==> src/rtl/pw_pkg.sv <==
package pw_pkg;

   // Bit positions inside a page-table entry
   localparam int PTE_V_BIT   = 0;
   localparam int PTE_R_BIT   = 1;
   localparam int PTE_X_BIT   = 3;
   localparam int PTE_PPN_LSB = 10;

   typedef enum logic [2:0] {
      ST_IDLE,
      ST_LOOKUP,
      ST_MEMREQ,
      ST_MEMWAIT,
      ST_NEXT,
      ST_DONE
   } walk_state_t;

endpackage

==> src/rtl/pw_addr_gen.sv <==
module pw_addr_gen #(
   parameter int LEVELS     = 4,
   parameter int SLICE_W    = 9,
   parameter int PPN_W      = 44,
   parameter int PAGE_SHIFT = 12,
   parameter int ENTRY_LOG2 = 3,
   localparam int VPN_W     = LEVELS * SLICE_W,
   localparam int PA_W      = PPN_W + PAGE_SHIFT,
   localparam int LVL_W     = $clog2(LEVELS)
) (
   input  logic [PPN_W-1:0] base_ppn,
   input  logic [VPN_W-1:0] vpn,
   input  logic [LVL_W-1:0] level,
   output logic [PA_W-1:0]  entry_addr
);

   logic [SLICE_W-1:0] slices [LEVELS];
   logic [SLICE_W-1:0] sel_slice;

   for (genvar g = 0; g < LEVELS; g++) begin : g_slice
      assign slices[g] = vpn[g*SLICE_W +: SLICE_W];
   end

   assign sel_slice  = slices[level];
   assign entry_addr = {base_ppn, {PAGE_SHIFT{1'b0}}}
                     | PA_W'({sel_slice, {ENTRY_LOG2{1'b0}}});

endmodule

==> src/rtl/pw_pte_cache.sv <==
module pw_pte_cache #(
   parameter int ENTRIES = 16,
   parameter int TAG_W   = 53,
   parameter int DATA_W  = 64,
   localparam int IDX_W  = (ENTRIES > 1) ? $clog2(ENTRIES) : 1
) (
   input  logic              clk,
   input  logic              rst_n,
   input  logic              flush,
   input  logic [TAG_W-1:0]  probe_tag,
   output logic              hit,
   output logic [DATA_W-1:0] hit_data,
   input  logic              fill_en,
   input  logic [TAG_W-1:0]  fill_tag,
   input  logic [DATA_W-1:0] fill_data
);

   logic [ENTRIES-1:0] vld_q;
   logic [TAG_W-1:0]   tag_q  [ENTRIES];
   logic [DATA_W-1:0]  data_q [ENTRIES];
   logic [ENTRIES-1:0] match;
   logic [IDX_W-1:0]   victim_q;

   for (genvar g = 0; g < ENTRIES; g++) begin : g_cmp
      assign match[g] = vld_q[g] && (tag_q[g] == probe_tag);
   end

   assign hit = |match;

   always_comb begin
      hit_data = '0;
      for (int i = 0; i < ENTRIES; i++) begin
         if (match[i]) hit_data = hit_data | data_q[i];
      end
   end

   always_ff @(posedge clk) begin
      if (!rst_n || flush) begin
         vld_q    <= '0;
         victim_q <= '0;
      end else if (fill_en) begin
         vld_q[victim_q] <= 1'b1;
         if (victim_q == IDX_W'(ENTRIES - 1)) victim_q <= '0;
         else                                 victim_q <= victim_q + 1'b1;
      end
   end

   always_ff @(posedge clk) begin
      if (fill_en) begin
         tag_q[victim_q]  <= fill_tag;
         data_q[victim_q] <= fill_data;
      end
   end

endmodule

==> src/rtl/pw_walk_fsm.sv <==
module pw_walk_fsm
   import pw_pkg::*;
#(
   parameter int LEVELS     = 4,
   parameter int SLICE_W    = 9,
   parameter int PPN_W      = 44,
   parameter int PAGE_SHIFT = 12,
   parameter int PTE_W      = 64,
   localparam int VPN_W     = LEVELS * SLICE_W,
   localparam int PA_W      = PPN_W + PAGE_SHIFT,
   localparam int LVL_W     = $clog2(LEVELS),
   localparam int ENTRY_LOG2 = $clog2(PTE_W / 8),
   localparam int TAG_W     = PA_W - ENTRY_LOG2
) (
   input  logic              clk,
   input  logic              rst_n,
   input  logic              mode_uncached,
   input  logic [PPN_W-1:0]  root_ppn,
   input  logic              req_valid,
   input  logic [VPN_W-1:0]  req_vpn,
   output logic              req_ready,
   output logic              resp_valid,
   output logic              resp_fault,
   output logic [LVL_W-1:0]  resp_level,
   output logic [PTE_W-1:0]  resp_pte,
   output logic              mem_req_valid,
   input  logic              mem_req_ready,
   output logic [PA_W-1:0]   mem_req_addr,
   input  logic              mem_rsp_valid,
   input  logic [PTE_W-1:0]  mem_rsp_data,
   output logic [TAG_W-1:0]  probe_tag,
   input  logic              probe_hit,
   input  logic [PTE_W-1:0]  probe_data,
   output logic              fill_en,
   output logic [TAG_W-1:0]  fill_tag,
   output logic [PTE_W-1:0]  fill_data
);

   walk_state_t       state_q;
   logic [LVL_W-1:0]  level_q;
   logic [VPN_W-1:0]  vpn_q;
   logic [PA_W-1:0]   addr_q;
   logic [PTE_W-1:0]  pte_q;
   logic              fault_q;

   logic [PPN_W-1:0]  ag_ppn;
   logic [VPN_W-1:0]  ag_vpn;
   logic [LVL_W-1:0]  ag_level;
   logic [PA_W-1:0]   ag_addr;

   logic pte_valid, pte_leaf, use_store;

   assign pte_valid = pte_q[PTE_V_BIT];
   assign pte_leaf  = pte_q[PTE_R_BIT] | pte_q[PTE_X_BIT];
   assign use_store = !mode_uncached;

   // Address source: root at acceptance, current entry afterwards
   always_comb begin
      if (state_q == ST_IDLE) begin
         ag_ppn   = root_ppn;
         ag_vpn   = req_vpn;
         ag_level = LVL_W'(LEVELS - 1);
      end else begin
         ag_ppn   = pte_q[PTE_PPN_LSB +: PPN_W];
         ag_vpn   = vpn_q;
         ag_level = level_q - 1'b1;
      end
   end

   pw_addr_gen #(
      .LEVELS     (LEVELS),
      .SLICE_W    (SLICE_W),
      .PPN_W      (PPN_W),
      .PAGE_SHIFT (PAGE_SHIFT),
      .ENTRY_LOG2 (ENTRY_LOG2)
   ) u_addr (
      .base_ppn   (ag_ppn),
      .vpn        (ag_vpn),
      .level      (ag_level),
      .entry_addr (ag_addr)
   );

   always_ff @(posedge clk) begin
      if (!rst_n) begin
         state_q <= ST_IDLE;
         level_q <= '0;
         vpn_q   <= '0;
         addr_q  <= '0;
         pte_q   <= '0;
         fault_q <= 1'b0;
      end else begin
         unique case (state_q)
            ST_IDLE: begin
               if (req_valid) begin
                  vpn_q   <= req_vpn;
                  level_q <= LVL_W'(LEVELS - 1);
                  addr_q  <= ag_addr;
                  state_q <= ST_LOOKUP;
               end
            end
            ST_LOOKUP: begin
               if (use_store && probe_hit) begin
                  pte_q   <= probe_data;
                  state_q <= ST_NEXT;
               end else begin
                  state_q <= ST_MEMREQ;
               end
            end
            ST_MEMREQ: begin
               if (mem_req_ready) state_q <= ST_MEMWAIT;
            end
            ST_MEMWAIT: begin
               if (mem_rsp_valid) begin
                  pte_q   <= mem_rsp_data;
                  state_q <= ST_NEXT;
               end
            end
            ST_NEXT: begin
               if (!pte_valid) begin
                  fault_q <= 1'b1;
                  state_q <= ST_DONE;
               end else if (pte_leaf) begin
                  fault_q <= 1'b0;
                  state_q <= ST_DONE;
               end else if (level_q == '0) begin
                  fault_q <= 1'b1;
                  state_q <= ST_DONE;
               end else begin
                  level_q <= level_q - 1'b1;
                  addr_q  <= ag_addr;
                  state_q <= ST_LOOKUP;
               end
            end
            ST_DONE: state_q <= ST_IDLE;
            default: state_q <= ST_IDLE;
         endcase
      end
   end

   assign req_ready     = (state_q == ST_IDLE);
   assign resp_valid    = (state_q == ST_DONE);
   assign resp_fault    = fault_q;
   assign resp_level    = level_q;
   assign resp_pte      = pte_q;
   assign mem_req_valid = (state_q == ST_MEMREQ);
   assign mem_req_addr  = addr_q;

   assign probe_tag = addr_q[PA_W-1:ENTRY_LOG2];
   assign fill_en   = (state_q == ST_MEMWAIT) && mem_rsp_valid && use_store
                    && mem_rsp_data[PTE_V_BIT];
   assign fill_tag  = addr_q[PA_W-1:ENTRY_LOG2];
   assign fill_data = mem_rsp_data;

endmodule

==> src/rtl/pte_walker.sv <==
module pte_walker #(
   parameter int LEVELS           = 4,
   parameter int SLICE_W          = 9,
   parameter int PPN_W            = 44,
   parameter int PAGE_SHIFT       = 12,
   parameter int PTE_W            = 64,
   parameter int CACHE_ENTRIES    = 16,
   parameter bit ENABLE_PTE_CACHE = 1'b1,
   localparam int VPN_W      = LEVELS * SLICE_W,
   localparam int PA_W       = PPN_W + PAGE_SHIFT,
   localparam int LVL_W      = $clog2(LEVELS),
   localparam int ENTRY_LOG2 = $clog2(PTE_W / 8),
   localparam int TAG_W      = PA_W - ENTRY_LOG2
) (
   input  logic              clk,
   input  logic              rst_n,
   input  logic              mode_uncached,
   input  logic              flush_req,
   input  logic [PPN_W-1:0]  root_ppn,
   input  logic              req_valid,
   input  logic [VPN_W-1:0]  req_vpn,
   output logic              req_ready,
   output logic              resp_valid,
   output logic              resp_fault,
   output logic [LVL_W-1:0]  resp_level,
   output logic [PTE_W-1:0]  resp_pte,
   output logic              mem_req_valid,
   input  logic              mem_req_ready,
   output logic [PA_W-1:0]   mem_req_addr,
   input  logic              mem_rsp_valid,
   input  logic [PTE_W-1:0]  mem_rsp_data
);

   // Elaboration-time parameter checks
   if (LEVELS < 2 || (1 << LVL_W) != LEVELS) begin : g_chk_levels
      $error("LEVELS must be a power of two, at least 2");
   end
   if (SLICE_W + ENTRY_LOG2 > PAGE_SHIFT) begin : g_chk_slice
      $error("VPN slice times entry size must fit inside one page");
   end
   if (pw_pkg::PTE_PPN_LSB + PPN_W > PTE_W) begin : g_chk_ppn
      $error("PPN field does not fit inside the entry");
   end
   if (CACHE_ENTRIES < 2) begin : g_chk_entries
      $error("CACHE_ENTRIES must be at least 2");
   end

   logic             probe_hit;
   logic [PTE_W-1:0] probe_data;
   logic [TAG_W-1:0] probe_tag;
   logic             fill_en;
   logic [TAG_W-1:0] fill_tag;
   logic [PTE_W-1:0] fill_data;
   logic             flush_pend_q;
   logic             cache_flush;

   // Flush is applied only while idle; a request mid-walk is held
   assign cache_flush = req_ready && (flush_req || flush_pend_q);

   always_ff @(posedge clk) begin
      if (!rst_n)           flush_pend_q <= 1'b0;
      else if (cache_flush) flush_pend_q <= 1'b0;
      else if (flush_req)   flush_pend_q <= 1'b1;
   end

   pw_walk_fsm #(
      .LEVELS     (LEVELS),
      .SLICE_W    (SLICE_W),
      .PPN_W      (PPN_W),
      .PAGE_SHIFT (PAGE_SHIFT),
      .PTE_W      (PTE_W)
   ) u_fsm (
      .clk           (clk),
      .rst_n         (rst_n),
      .mode_uncached (mode_uncached),
      .root_ppn      (root_ppn),
      .req_valid     (req_valid),
      .req_vpn       (req_vpn),
      .req_ready     (req_ready),
      .resp_valid    (resp_valid),
      .resp_fault    (resp_fault),
      .resp_level    (resp_level),
      .resp_pte      (resp_pte),
      .mem_req_valid (mem_req_valid),
      .mem_req_ready (mem_req_ready),
      .mem_req_addr  (mem_req_addr),
      .mem_rsp_valid (mem_rsp_valid),
      .mem_rsp_data  (mem_rsp_data),
      .probe_tag     (probe_tag),
      .probe_hit     (probe_hit),
      .probe_data    (probe_data),
      .fill_en       (fill_en),
      .fill_tag      (fill_tag),
      .fill_data     (fill_data)
   );

   if (ENABLE_PTE_CACHE) begin : g_store
      pw_pte_cache #(
         .ENTRIES (CACHE_ENTRIES),
         .TAG_W   (TAG_W),
         .DATA_W  (PTE_W)
      ) u_store (
         .clk       (clk),
         .rst_n     (rst_n),
         .flush     (cache_flush),
         .probe_tag (probe_tag),
         .hit       (probe_hit),
         .hit_data  (probe_data),
         .fill_en   (fill_en),
         .fill_tag  (fill_tag),
         .fill_data (fill_data)
      );
   end else begin : g_nostore
      assign probe_hit  = 1'b0;
      assign probe_data = '0;
   end

endmodule

==> config.mk <==
export PLATFORM = sky130hd
export DESIGN_NAME = pte_walker
export DESIGN_NICKNAME = d
export VERILOG_FILES = /design/src/rtl/pw_pkg.sv /design/src/rtl/pw_addr_gen.sv /design/src/rtl/pw_pte_cache.sv /design/src/rtl/pw_walk_fsm.sv /design/src/rtl/pte_walker.sv
export SDC_FILE = /design/constraint.sdc
export NUM_CORES = 2
export LEC_CHECK = 0
export BUFFER_PORTS_ARGS = -buffer_cell sky130_fd_sc_hd__buf_2
export CORE_ASPECT_RATIO = 2
export CORE_MARGIN = 2
export CORE_UTILIZATION = 40
export DETAILED_ROUTE_END_ITERATION = 6
export HOLD_SLACK_MARGIN = 0.02
export PLACE_DENSITY = 0.63
export SYNTH_ARGS = -nofsm -noshare
export SYNTH_HDL_FRONTEND = slang
export SYNTH_SLANG_ARGS = --single-unit
==> constraint.sdc <==
create_clock -name clk -period 17.21 [get_ports clk]
set_input_delay 0.8605 -clock clk [delete_from_list [all_inputs] [get_ports clk]]
set_output_delay 0.8605 -clock clk [all_outputs]
set_load 0.01 [all_outputs]
==> results.cfg <==
[status]
status = complete, no violations

[yosys]
synth_cells = 4830
synth_cell_types = 59
synthArstFlopShare_pct = 0
synthFlopType = edfxtp_1
synth-edff-count = 1872
yosys_warnings = 0
synth_area_mm2 = 0.08017
ys_seq_area_share_pct = 74.62
syn_area_per_cell_um2 = 16.60
synth_seq_cells = 2052

[die]
start_util_pct = 40.20
die_w_um = 320.6
dieHeight_um = 637.1
row_count = 232
num_io_pins = 277
dieArea_mm2 = 0.2042
core_area_mm2 = 0.1994

[setup_path]
critPathCaptureType = register
r2r-end = g_store.u_store.data_q[12][9]
worstReg2RegStart = u_fsm.state_q[0]
crit_fanout = 48
r2r_cells = 7
critPathArrivalTime_ns = 6.79
worstPathRequired_ns = 17.66
worstSetupStartpointType = register
critPathLaunch = u_fsm.state_q[0]
crit_end = g_store.u_store.data_q[12][9]
critPathKind = register to register
r2r_setup_slack_ns = 10.86

[clock_tree]
clk_pin_slew_worst_paths_ns = 0.07
ctsResizeCount = 0
cts_buffers = 172
cts_setup_buffers = 0
cts_sinks = 2052
clk_latency_ns = 0.85
cts_tree = yes
h-tree-depth = 4
hold_buffers = 0
clock_path_buffers = 4
cts_root_buf = clkbuf_16

[global_route]
gr-usage-all-layers_pct = 24.13
grt-ovfl-total = 0
first_global_vias = 46570
grt_pass1_wl_um = 350900
antenna_found_initial = 32
grt_start_max_net_pins = 118

[pwr]
power_frac_seq_pct = 52.5
vdd_drop_max_mv = 0.08748
combPwrFrac_pct = 10.6
power.internal_mw = 8.070
swShare_pct = 24.99
power_leakage_nw = 29.28
p_per_area_mw_per_mm2 = 119.4
power_switching_mw = 2.689
p_clk_share_pct = 36.9

[layout]
drive_gt1_share_pct = 17.08
final_area_mm2 = 0.09014
syn_to_final_growth_pct = 12.44
final_cell_mix = edfxtp_1 (1872), xnor2_1 (500), buf_2 (272)
fin_nets = 5263
layout_commonest_cell = edfxtp_1

[sta]
slew_viol_final = 0
worstMarginPinSlew_ns = 1.325
rsz0062_at_grt = false
setup_violations = 0
setup_tns_ns = 0
max_freq_mhz = 157.6
fin_crit_ns = 6.346
hold_slack_ns = 0.2836
period_share_pct = 36.87
clock_skew_ns = 0.06782
relSlewSlack_pct = 11.64
hold_violations = 0

[flow_run]
maxCapViolations = 0

[placed_design]
gp_congestion = 0.8902
place_area_mm2 = 0.08457
place_hpwl_um = 149100
numPortBuffers = 273

[detailed_routing]
initialDrtViolationCount = 5286
drcViolationCount = 0
first_pass_iters = 6
via_per_inst = 5.968
wire_per_inst_um = 32.15
routed_wl_um = 251600
vias = 46710
postRouteAntennaNets = 0

[worst_hold_path]
hold_path.class = input port to register
==> registers in the layout (all words and copies together) (netlist names) <==
register and flops:
flush_pend_q 1, g_store.u_store.data_q 1024, g_store.u_store.tag_q 848, g_store.u_store.victim_q 4, g_store.u_store.vld_q 16, u_fsm.mem_req_addr 53
u_fsm.resp_fault 1, u_fsm.resp_level 2, u_fsm.resp_pte 64, u_fsm.state_q 3, u_fsm.vpn_q 36
==> per-layer routing <==
metal  global-route usage [%]  share of wire, %  up-vias
met3                    3.544               7.7      626
li1                         -                 -    19440
met1                    28.35                35    24190
met5                        0             0.072        -
met2                    42.09                51     2421
met4                    13.66               6.2       32
==> critical path, stage by stage (launching register included) <==
cell	delay, ns
dfxtp_1	0.53
nor2b_1	0.60
nand2_4	0.57
nor3_1	0.97
nand2_1	0.45
nor2_4	1.08
buf_4	0.81
buf_4	0.80
==> cells in the mapped netlist, drive strengths merged (6+ instances only) <==
cell type / n / share of area (%)
and4: 12 / 0.13
o211a: 55 / 0.69
o221ai: 70 / 0.76
nand3: 125 / 1.2
buf: 201 / 1.5
o2111ai: 12 / 0.14
mux4: 9 / 0.25
a221oi: 73 / 0.80
a222oi: 68 / 0.85
xnor2: 500 / 5.5
nor2: 62 / 0.29
clkbuf: 106 / 0.50
a22o: 74 / 0.81
a2111oi: 6 / 0.066
nand2b: 41 / 0.32
nand4: 198 / 1.5
xor2: 256 / 2.8
o22ai: 21 / 0.16
nor4: 101 / 0.79
dfxtp: 180 / 4.5
nand2: 161 / 0.75
and2: 10 / 0.081
edfxtp: 1872 / 70
inv: 56 / 0.26
a221o: 6 / 0.075
mux2i: 55 / 0.69
o21ai: 68 / 0.71
a22oi: 243 / 2.3
nor2b: 21 / 0.16
a21boi: 41 / 0.38
a21oi: 71 / 0.44
nor3: 17 / 0.11
==> final cells by class <==
cell class	instances	area (um2)
fillers	17040	109300
inverters	56	210.2
repair buffers	408	2465
multi-input cells	2417	18790
diodes	12	30.03
well taps	2574	3221
clock buffers	230	4717
clock inverters	77	823.3
flip-flops and latches	2052	59880
==> power by group through the flow <==
| stage | logic (mW) | clock network (mW) | registers [mW] |
|---|---|---|---|
| floorplan | 0.624 | 0 | 5.74 |
| global placement | 1.12 | 0 | 5.76 |
| detailed placement | 1.14 | 0 | 5.77 |
| CTS | 1.14 | 4.01 | 5.66 |
| global route | 1.19 | 4.16 | 5.66 |
| finish | 1.14 | 3.97 | 5.65 |
==> worst min-delay path by stage <==
stage | start | endpoint | slack (ns) | cells past startpoint
final | req_vpn[1] | u_fsm.vpn_q[1] | 0.28 | 3
after global routing | req_vpn[28] | u_fsm.vpn_q[28] | 0.29 | 3
after detailed placement | u_fsm.resp_pte[60] | u_fsm.resp_pte[60] | 0.45 | 2
after CTS | req_vpn[1] | u_fsm.vpn_q[1] | 0.24 | 3
after floorplan | g_store.u_store.vld_q[4] | g_store.u_store.vld_q[4] | 0.43 | 2
after global placement | g_store.u_store.vld_q[11] | g_store.u_store.vld_q[11] | 0.44 | 2
==> per-stage QoR <==
step,instances,util [%],setup slack (ns),power [mW]
5_1_grt,7819,45.19,10.62,11.01
4_1_cts,7814,45.19,10.96,10.81
3_3_place_gp,7504,42.39,10.91,6.887
2_1_floorplan,4832,-,6.747,6.360
3_5_place_dp,7507,42.41,10.96,6.904
6_report,7826,45.20,10.86,10.76
==> cell families (layout without fill, tap and decap cells) <==
logic type,after synthesis,count (layout),synth area share [%]
multiplexers,64,64,0.9396
adder cells (fa/ha/maj),5,5,0.07804
AO/OA/AOI/OAI,827,827,8.372
XOR/XNOR,756,756,8.259
AND/OR/NAND/NOR,762,762,5.460
other,1,15,0.004678
flip-flops,2052,2052,74.62
buffers and inverters,363,771,2.271
(Power assumes the default switching activity.)
